===== config.mk =====
export PLATFORM = sky130hd
export DESIGN_NAME = ppi_ctrl
export DESIGN_NICKNAME = d
export VERILOG_FILES = /design/src/rtl/ppi_pkg.sv /design/src/rtl/ppi_src_bank.sv /design/src/rtl/ppi_prio_enc.sv /design/src/rtl/ppi_vec_drv.sv /design/src/rtl/ppi_ctrl.sv
export SDC_FILE = /design/constraint.sdc
export NUM_CORES = 1
export LEC_CHECK = 0
export BUFFER_PORTS_ARGS = -buffer_cell sky130_fd_sc_hd__buf_4
export CORE_AREA = 2 2 39 41
export DETAILED_ROUTE_END_ITERATION = 8
export DIE_AREA = 0 0 41 43
export GPL_ROUTABILITY_DRIVEN = 0
export HOLD_SLACK_MARGIN = 0.02
export MAX_ROUTING_LAYER = met4
export PLACE_DENSITY = 0.81
export SLEW_MARGIN = 20
export SYNTH_ARGS = -nofsm -noshare
export SYNTH_HDL_FRONTEND = slang
export SYNTH_SLANG_ARGS = --single-unit

===== constraint.sdc =====
create_clock -name clk -period 2.6 [get_ports clk]
set_clock_uncertainty 0.05 [all_clocks]
set_input_delay 0.39 -clock clk [delete_from_list [all_inputs] [get_ports clk]]
set_output_delay 0.39 -clock clk [all_outputs]
set_load 0.05 [all_outputs]

===== src/rtl/ppi_pkg.sv =====
package ppi_pkg;

  // Program-port operation codes
  typedef enum logic [1:0] {
    OP_MASK   = 2'b00,
    OP_CLEAR  = 2'b01,
    OP_ENABLE = 2'b10,
    OP_NONE   = 2'b11
  } ppi_op_e;

endpackage


===== src/rtl/ppi_src_bank.sv =====
module ppi_src_bank #(
  parameter int unsigned N_SRC = 4
) (
  input  logic             clk,
  input  logic             rst,
  input  logic [N_SRC-1:0] req,
  input  logic             wr_en,
  input  ppi_pkg::ppi_op_e wr_op,
  input  logic [N_SRC-1:0] wr_data,
  output logic [N_SRC-1:0] pend_o,
  output logic [N_SRC-1:0] mask_o
);
  import ppi_pkg::*;

  logic mask_load;
  logic pend_clear;

  assign mask_load  = wr_en && (wr_op == OP_MASK);
  assign pend_clear = wr_en && (wr_op == OP_CLEAR);

  for (genvar g = 0; g < N_SRC; g++) begin : g_src
    logic pend_q;
    logic mask_q;

    // A device set overrides a program clear in the same cycle
    always_ff @(posedge clk) begin
      if (rst) begin
        pend_q <= 1'b0;
      end else if (req[g]) begin
        pend_q <= 1'b1;
      end else if (pend_clear && wr_data[g]) begin
        pend_q <= 1'b0;
      end
    end

    always_ff @(posedge clk) begin
      if (rst) begin
        mask_q <= 1'b0;
      end else if (mask_load) begin
        mask_q <= wr_data[g];
      end
    end

    assign pend_o[g] = pend_q;
    assign mask_o[g] = mask_q;
  end

endmodule


===== src/rtl/ppi_prio_enc.sv =====
module ppi_prio_enc #(
  parameter int unsigned N_SRC  = 4,
  parameter int unsigned CODE_W = 2
) (
  input  logic [N_SRC-1:0]  act,
  output logic [CODE_W-1:0] code,
  output logic              any
);

  // Scan from the lowest priority up so the lowest index is written last
  always_comb begin
    code = '0;
    any  = 1'b0;
    for (int i = N_SRC - 1; i >= 0; i--) begin
      if (act[i]) begin
        code = CODE_W'(i);
        any  = 1'b1;
      end
    end
  end

endmodule


===== src/rtl/ppi_vec_drv.sv =====
module ppi_vec_drv #(
  parameter int unsigned VEC_W  = 8,
  parameter int unsigned CODE_W = 2,
  parameter int unsigned BASE_W = 6,
  parameter logic [BASE_W-1:0] BASE = '0
) (
  input  logic              clk,
  input  logic              rst,
  input  logic              ack,
  input  logic [CODE_W-1:0] code,
  output logic [VEC_W-1:0]  vec_o,
  output logic              drive_o
);

  always_ff @(posedge clk) begin
    if (rst) begin
      vec_o   <= '0;
      drive_o <= 1'b0;
    end else begin
      drive_o <= ack;
      vec_o   <= ack ? {BASE, code} : '0;
    end
  end

endmodule


===== src/rtl/ppi_ctrl.sv =====
module ppi_ctrl #(
  parameter int unsigned N_SRC    = 4,
  parameter int unsigned VEC_W    = 8,
  parameter int unsigned VEC_BASE = 'h2D
) (
  input  logic             clk,
  input  logic             rst,
  input  logic [N_SRC-1:0] irq_in,
  input  logic             wr_en,
  input  logic [1:0]       wr_op,
  input  logic [N_SRC-1:0] wr_data,
  input  logic             intack,
  output logic             cpu_int,
  output logic [VEC_W-1:0] vec_out,
  output logic             vec_drive
);
  import ppi_pkg::*;

  localparam int unsigned CODE_W = (N_SRC > 1) ? $clog2(N_SRC) : 1;
  localparam int unsigned BASE_W = VEC_W - CODE_W;
  localparam logic [BASE_W-1:0] BASE_BITS = BASE_W'(VEC_BASE);

  ppi_op_e           op;
  logic [N_SRC-1:0]  pend_q;
  logic [N_SRC-1:0]  mask_q;
  logic [N_SRC-1:0]  act;
  logic [CODE_W-1:0] code;
  logic              any_act;
  logic              ien_q;
  logic              ist_q;

  assign op  = ppi_op_e'(wr_op);
  assign act = pend_q & mask_q;

  ppi_src_bank #(.N_SRC(N_SRC)) u_bank (
    .clk     (clk),
    .rst     (rst),
    .req     (irq_in),
    .wr_en   (wr_en),
    .wr_op   (op),
    .wr_data (wr_data),
    .pend_o  (pend_q),
    .mask_o  (mask_q)
  );

  ppi_prio_enc #(.N_SRC(N_SRC), .CODE_W(CODE_W)) u_enc (
    .act  (act),
    .code (code),
    .any  (any_act)
  );

  ppi_vec_drv #(
    .VEC_W (VEC_W),
    .CODE_W(CODE_W),
    .BASE_W(BASE_W),
    .BASE  (BASE_BITS)
  ) u_vec (
    .clk     (clk),
    .rst     (rst),
    .ack     (intack),
    .code    (code),
    .vec_o   (vec_out),
    .drive_o (vec_drive)
  );

  // Status flip-flop follows the enabled pending bits every cycle
  always_ff @(posedge clk) begin
    if (rst) begin
      ist_q <= 1'b0;
    end else begin
      ist_q <= any_act;
    end
  end

  // Global enable, program controlled
  always_ff @(posedge clk) begin
    if (rst) begin
      ien_q <= 1'b0;
    end else if (wr_en && (op == OP_ENABLE)) begin
      ien_q <= wr_data[0];
    end
  end

  assign cpu_int = ist_q & ien_q;

endmodule


==> results.toml, run 1 <==
[run_status]
status = "complete, no violations"

[sta]
finalHoldViolations = 0
setup_tns_ps = 0
rsz0062_at_grt = "false"
setup_violations = 0
period_share_pct = 52.1
clock.fmax_ghz = 0.739
timing.final.crit_period_ps = 1350
slew_viol_final = 0

[worst_setup_path]
r2r_slack_ps = 1760
cp.arrival_ps = 910
worstPathCellList = "and2_1, buf_4"
critical_path.top_delay_family = "flip-flops"
required_ps = 2160
end_kind = "output pin"
crit_type = "register to output pin"
crit_buf_inv = 1
cp_max_fo = 2
r2r-start = "u_bank.g_src[2].mask_q"
crit_cells = 2
crit_slowest_cell = "dfxtp_1"
critPathLaunchType = "register"
ff2ff_path_depth = 2
r2r_end = "ist_q"
slowest_delay_ps = 330

[min_path]
min_from = "wr_data[3]"
min_to = "u_bank.g_src[3].pend_q"
hold_class = "input port to register"
hold_depth = 2

[pwr]
power_frac_comb_pct = 16.7
pwr-share-seq_pct = 52.4
switching_share_pct = 27.5
switching_power_uw = 112
intPower_uw = 296
ir_drop_mv = 0.274
power.density_nw_per_um2 = 582
p_clk_share_pct = 30.9
p_leak_uw = 0.000321

[detailed_routing]
routed_wl_um = 1030
post_drt_wl_per_cell_um = 11.2
drtIter0Drc = 2
num_vias = 424
vias_per_cell = 4.61
drc = 0
firstDrtPassIters = 2
postRouteAntennaNets = 0

[placed_design]
io_buffers = 21
dp_hpwl_um = 779
dp_cells = 88

[clock_network]
cts_setup_buffers = 0
clock_path_buffers = 2
cts_hold_buf = 0
clkTransAtPathRegs_ps = 80
cts_buffers = 3
clkSinkCount = 13
clock_latency_ps = 280
htreeDepth = 1
cts_resized = 0
cts-root-buf = "clkbuf_4"
cts_tree = "yes"

[global_routing]
grt_util_all_layers_pct = 14.6
grt_pass1_wl_um = 1660
grt_max_degree = 12
grt_pass1_vias = 399
antenna_found_initial = 0
grt_overflow = 0

[synthesis]
syn_avg_cell_area_um2 = 9.50
synthDistinctLibCells = 19
yosys_warnings = 0
synth_seq_cells = 13
netlist_instances = 57
synthesis.area_um2 = 542
ys_seq_area_share_pct = 48.0

[die]
initial_utilization_pct = 39.2
ioPinCount = 24
fp-row-count = 14
dieWidth_um = 41
core_um2 = 1380
die-area_um2 = 1760
dieHeight_um = 43

[final_layout]
syn_to_final_growth_pct = 29.3
drive_gt1_share_pct = 34.2
fin_nets = 91
final_common_cell = "buf_4"
antenna_cells = 0
layout.cells.non_filler = 92
final_cell_mix = "buf_4 (21), dfxtp_1 (13), nor2_1 (9), mux2i_1 (5)"

[job]
drv_cap = 0
## final cells by class
| cell class | instances | area (um^2) |
|---|---|---|
| fill | 132 | 683 |
| sequential | 13 | 260 |
| multi-input combinational | 34 | 221 |
| timing repair buffer | 21 | 158 |
| clock buffer | 4 | 26.3 |
| tap | 16 | 20.0 |
| inverter | 4 | 15.0 |
## stage by stage
step                hold WS [ps]  setup WS [ps]  area (um^2)  total power [uW]  util [%]
finish                       260           1250          701               408      50.6
global route                 258           1200          701               419      50.6
CTS                          258           1240          701               411      50.6
detailed placement           429           1320          674               287      48.7
global placement             422           1340          674               285      48.7
floorplan                    405           1210          546               264         -
## how the worst max path moves through the flow
stage	start	endpoint	slack [ps]
floorplan	u_vec.vec_o[5]	vec_out[2]	1210
global placement	wr_op[0]	u_bank.g_src[3].mask_q	1340
detailed placement	wr_op[0]	u_bank.g_src[3].mask_q	1320
CTS	ien_q	cpu_int	1240
global route	ien_q	cpu_int	1200
finish	ien_q	cpu_int	1250
## power groups by stage
stage / combinational (uW) / clock (uW) / sequential (uW)
final: 68.3 / 126 / 214
after global routing: 73.5 / 131 / 215
after CTS: 69.0 / 129 / 214
after detailed placement: 68.5 / 0 / 218
after global placement: 67.3 / 0 / 218
after floorplan: 43.4 / 0 / 221
## cells in the mapped netlist
library cell	number	share of area, %
conb_1	1	0.69
a21oi_1	1	0.92
mux2i_1	5	9.2
nor2b_1	1	1.2
and3b_2	1	1.8
nand3b_1	1	1.4
dfxtp_1	13	48
a31oi_1	1	1.2
a311oi_1	4	6.5
nor2_1	9	6.2
nand3_1	1	0.92
a22oi_1	1	1.4
nand2_1	4	2.8
nor3b_1	1	1.4
clkbuf_1	1	0.69
nor3b_4	1	3.5
inv_1	4	2.8
and2_1	1	1.2
buf_4	6	8.3
## cell families (layout without fill, tap and decap cells)
group                  after synthesis  after routing  share of synthesized area, %
buffers and inverters               11             29                          11.8
AND/OR/NAND/NOR                     20             20                          20.3
flip-flops                          13             13                          48.0
AO/OA/AOI/OAI                        7              7                          9.93
multiplexers                         5              5                          9.24
other                                1              2                         0.692
## metal layers
metal  vias up  GRT usage, %  routed length (um)
met5         -             -                   0
met4         0          10.0                   0
met3         0          3.14                  73
met2        16          20.9                 504
met1       186          17.5                 449
li1        222             -                   -
## sequential cells by signal, indices dropped and copies added (netlist names)
register and flops:
ien_q 1, ist_q 1, u_bank.g_src.mask_q 4, u_bank.g_src.pend_q 4, u_vec.vec_o 3
(Power assumes the default switching activity.)
==> run 2, diff against run 1 <==
--- a/config.mk
+++ b/config.mk
@@ -5,10 +5,11 @@
 export SDC_FILE = /design/constraint.sdc
 export NUM_CORES = 1
 export LEC_CHECK = 0
+export ABC_AREA = 1
 export BUFFER_PORTS_ARGS = -buffer_cell sky130_fd_sc_hd__buf_4
-export CORE_AREA = 2 2 39 41
+export CORE_MARGIN = 2
+export CORE_UTILIZATION = 39
 export DETAILED_ROUTE_END_ITERATION = 8
-export DIE_AREA = 0 0 41 43
 export GPL_ROUTABILITY_DRIVEN = 0
 export HOLD_SLACK_MARGIN = 0.02
 export MAX_ROUTING_LAYER = met4
==> constraint.sdc (replaced) <==
create_clock -name clk -period 1.12 [get_ports clk]
set_clock_uncertainty 0.05 [all_clocks]
set_input_delay 0.168 -clock clk [delete_from_list [all_inputs] [get_ports clk]]
set_output_delay 0.168 -clock clk [all_outputs]
set_load 0.05 [all_outputs]
==> run 2 against run 1 <==
  * Register-to-register slack lost 1500 ps
  * Setup slack lost 1200 ps
  * Combinational power grew to 2.6 times the previous value
  * Sequential share of layout area shrank 1.2 points
  * Routed wire length grew 22%
  * Final cell count grew 17%
  * Synthesized area grew 3.9%
  * Die area is essentially flat
  * Flip-flop and latch count is the same
  * Worst hold slack lost 190 ps
  * Largest cell class unchanged
  * Clock power grew 130%
  * Global-route usage grew 1.7 points
==> results.toml, run 2 <==
[run_status]
status = "complete, no violations"

[clock_network]
cts_hold_buf = 0
cts-root-buf = "clkbuf_4"
cts_tree = "yes"
cts_buffers = 3
clock_path_buffers = 2
clkSinkCount = 13
clkTransAtPathRegs_ps = 80
htreeDepth = 1
clock_latency_ps = 270

[final_layout]
drive_gt1_share_pct = 35.5
fin_nets = 108
syn_to_final_growth_pct = 30.4
fillers = 143
antenna_cells = 0
final_common_cell = "buf_4"
layout.cells.non_filler = 108
reg_top3 = "u_bank.g_src.mask_q: 4 flops, u_bank.g_src.pend_q: 4 flops, u_vec.vec_o: 3 flops"
final_cell_mix = "buf_4 (21), nand2_1 (12), dfxtp_1 (10), inv_1 (9), nor2_1 (8)"
final_cell_area_um2 = 734
post-route-util_pct = 55.7

[synthesis]
netlist_instances = 73
synth_top_area_cell = "dfxtp_1"
yosys_warnings = 0
synthArstFlopShare_pct = 0
yosys-top-cells-count = "dfxtp_1 (13), nand2_1 (12), inv_1 (10), nor2_1 (8)"
synth_flop_cell = "dfxtp_1"
synthesis.area_um2 = 563
synth_edf_count = 0
syn_avg_cell_area_um2 = 7.71
synthDistinctLibCells = 16
synth_top_area_share_pct = 46.2
synth_area_leaders = "dfxtp_1 (46%), buf_4 (8.0%), nand2_1 (8.0%)"
synth_most_common_cell = "dfxtp_1"
ys_seq_area_share_pct = 46.2
synth_seq_cells = 13

[detailed_routing]
vias_per_cell = 4.93
drtIter0Drc = 8
routed_wl_um = 1250
post_drt_wl_per_cell_um = 11.6
firstDrtPassIters = 5
drc = 0
postRouteAntennaNets = 0
num_vias = 532

[sta]
finalHoldViolations = 0
setup_violations = 0
clock.fmax_ghz = 0.940
setup_tns_ps = 0
slew_viol_final = 0
rsz0062_at_grt = "false"
period_share_pct = 95.0
timing.final.crit_period_ps = 1060

[job]
drv_cap = 0

[die]
dieHeight_um = 42.0
ioPinCount = 24
core_um2 = 1320
dieWidth_um = 42.0
die-area_um2 = 1760
initial_utilization_pct = 42.7
fp-row-count = 13

[placed_design]
dp_hpwl_um = 898
io_buffers = 21
place_area_um2 = 694
dp_cells = 103

[min_path]
hold_class = "input port to register"

[worst_setup_path]
slowest_delay_ps = 330
critPathLaunchType = "register"
end_kind = "output pin"
crit_type = "register to output pin"
cp.arrival_ps = 850
required_ps = 900
crit_slowest_cell = "dfxtp_2"
worstPathCellList = "nand2_1, inv_2, buf_6"
cp_max_fo = 2

[global_routing]
grt_max_degree = 9
antenna_found_initial = 0
grt_pass1_vias = 507
grt_util_all_layers_pct = 16.3
grt_pass1_wl_um = 2110
grt_overflow = 0

[pwr]
ir_drop_mv = 0.643
power.density_nw_per_um2 = 1310
p_leak_uw = 0.000358
-- run 2: cells by family after synthesis --
family	share of synthesized area [%]
DFF	46.2
and+or+nand+nor	26.7
buffers and inverters	16.4
AOI/OAI and AO/OA	10.0
other	0.666
-- run 2: repair_timing --
action | CTS | global route
endpoints found under the hold margin | 0 | 0
setup buffers | 0 | 1
setup endpoints to repair | 0 | 1
gates resized for setup | 0 | 4
-- run 2: worst paths after layout --
kind | to | slack [ps] | depth (start not counted) | from
worst max-delay path | cpu_int | 60 | 3 | ien_q
worst min-delay path | u_vec.vec_o[5] | 70 | 3 | intack
worst max register to register | u_vec.vec_o[1] | 280 | 4 | u_bank.g_src[2].pend_q
worst min register to register | u_bank.g_src[2].pend_q | 430 | 2 | u_bank.g_src[2].pend_q
-- run 2: stage by stage --
stage	worst slack (ps)	total power, uW	hold WS (ps)
after floorplan	151	628	252
after global placement	199	678	358
after detailed placement	124	683	356
after CTS	0.614	962	75.8
after global routing	1.18	1010	82.5
final	56.2	962	74.9
-- run 2: final cells by class --
class / instances / area (um^2) / area share (%)
tap: 15 / 18.8 / 2.56
inverter: 11 / 42.5 / 5.79
sequential: 13 / 264 / 35.9
clock buffer: 4 / 26.3 / 3.58
timing repair buffer: 22 / 169 / 23.0
multi-input combinational: 43 / 214 / 29.1
-- run 2: metal layers --
metal | global-route usage [%] | part of all wire [%]
met3 | 3.45 | 8.1
met2 | 28.1 | 52
met1 | 17.8 | 38
met4 | 7.74 | 1.7
met5 | - | 0
-- run 2: report_power, final --
group / total, uW / switching [uW] / internal [uW]
registers: 501 / 14.0 / 487
clock network: 285 / 147 / 138
logic: 177 / 111 / 65.8
-- run 2: worst max-delay path, delay by kind of cell (launching register included) --
family	cells	cell delay [ps]
simple gates	1	50
buf+inv	2	190
flops	1	330
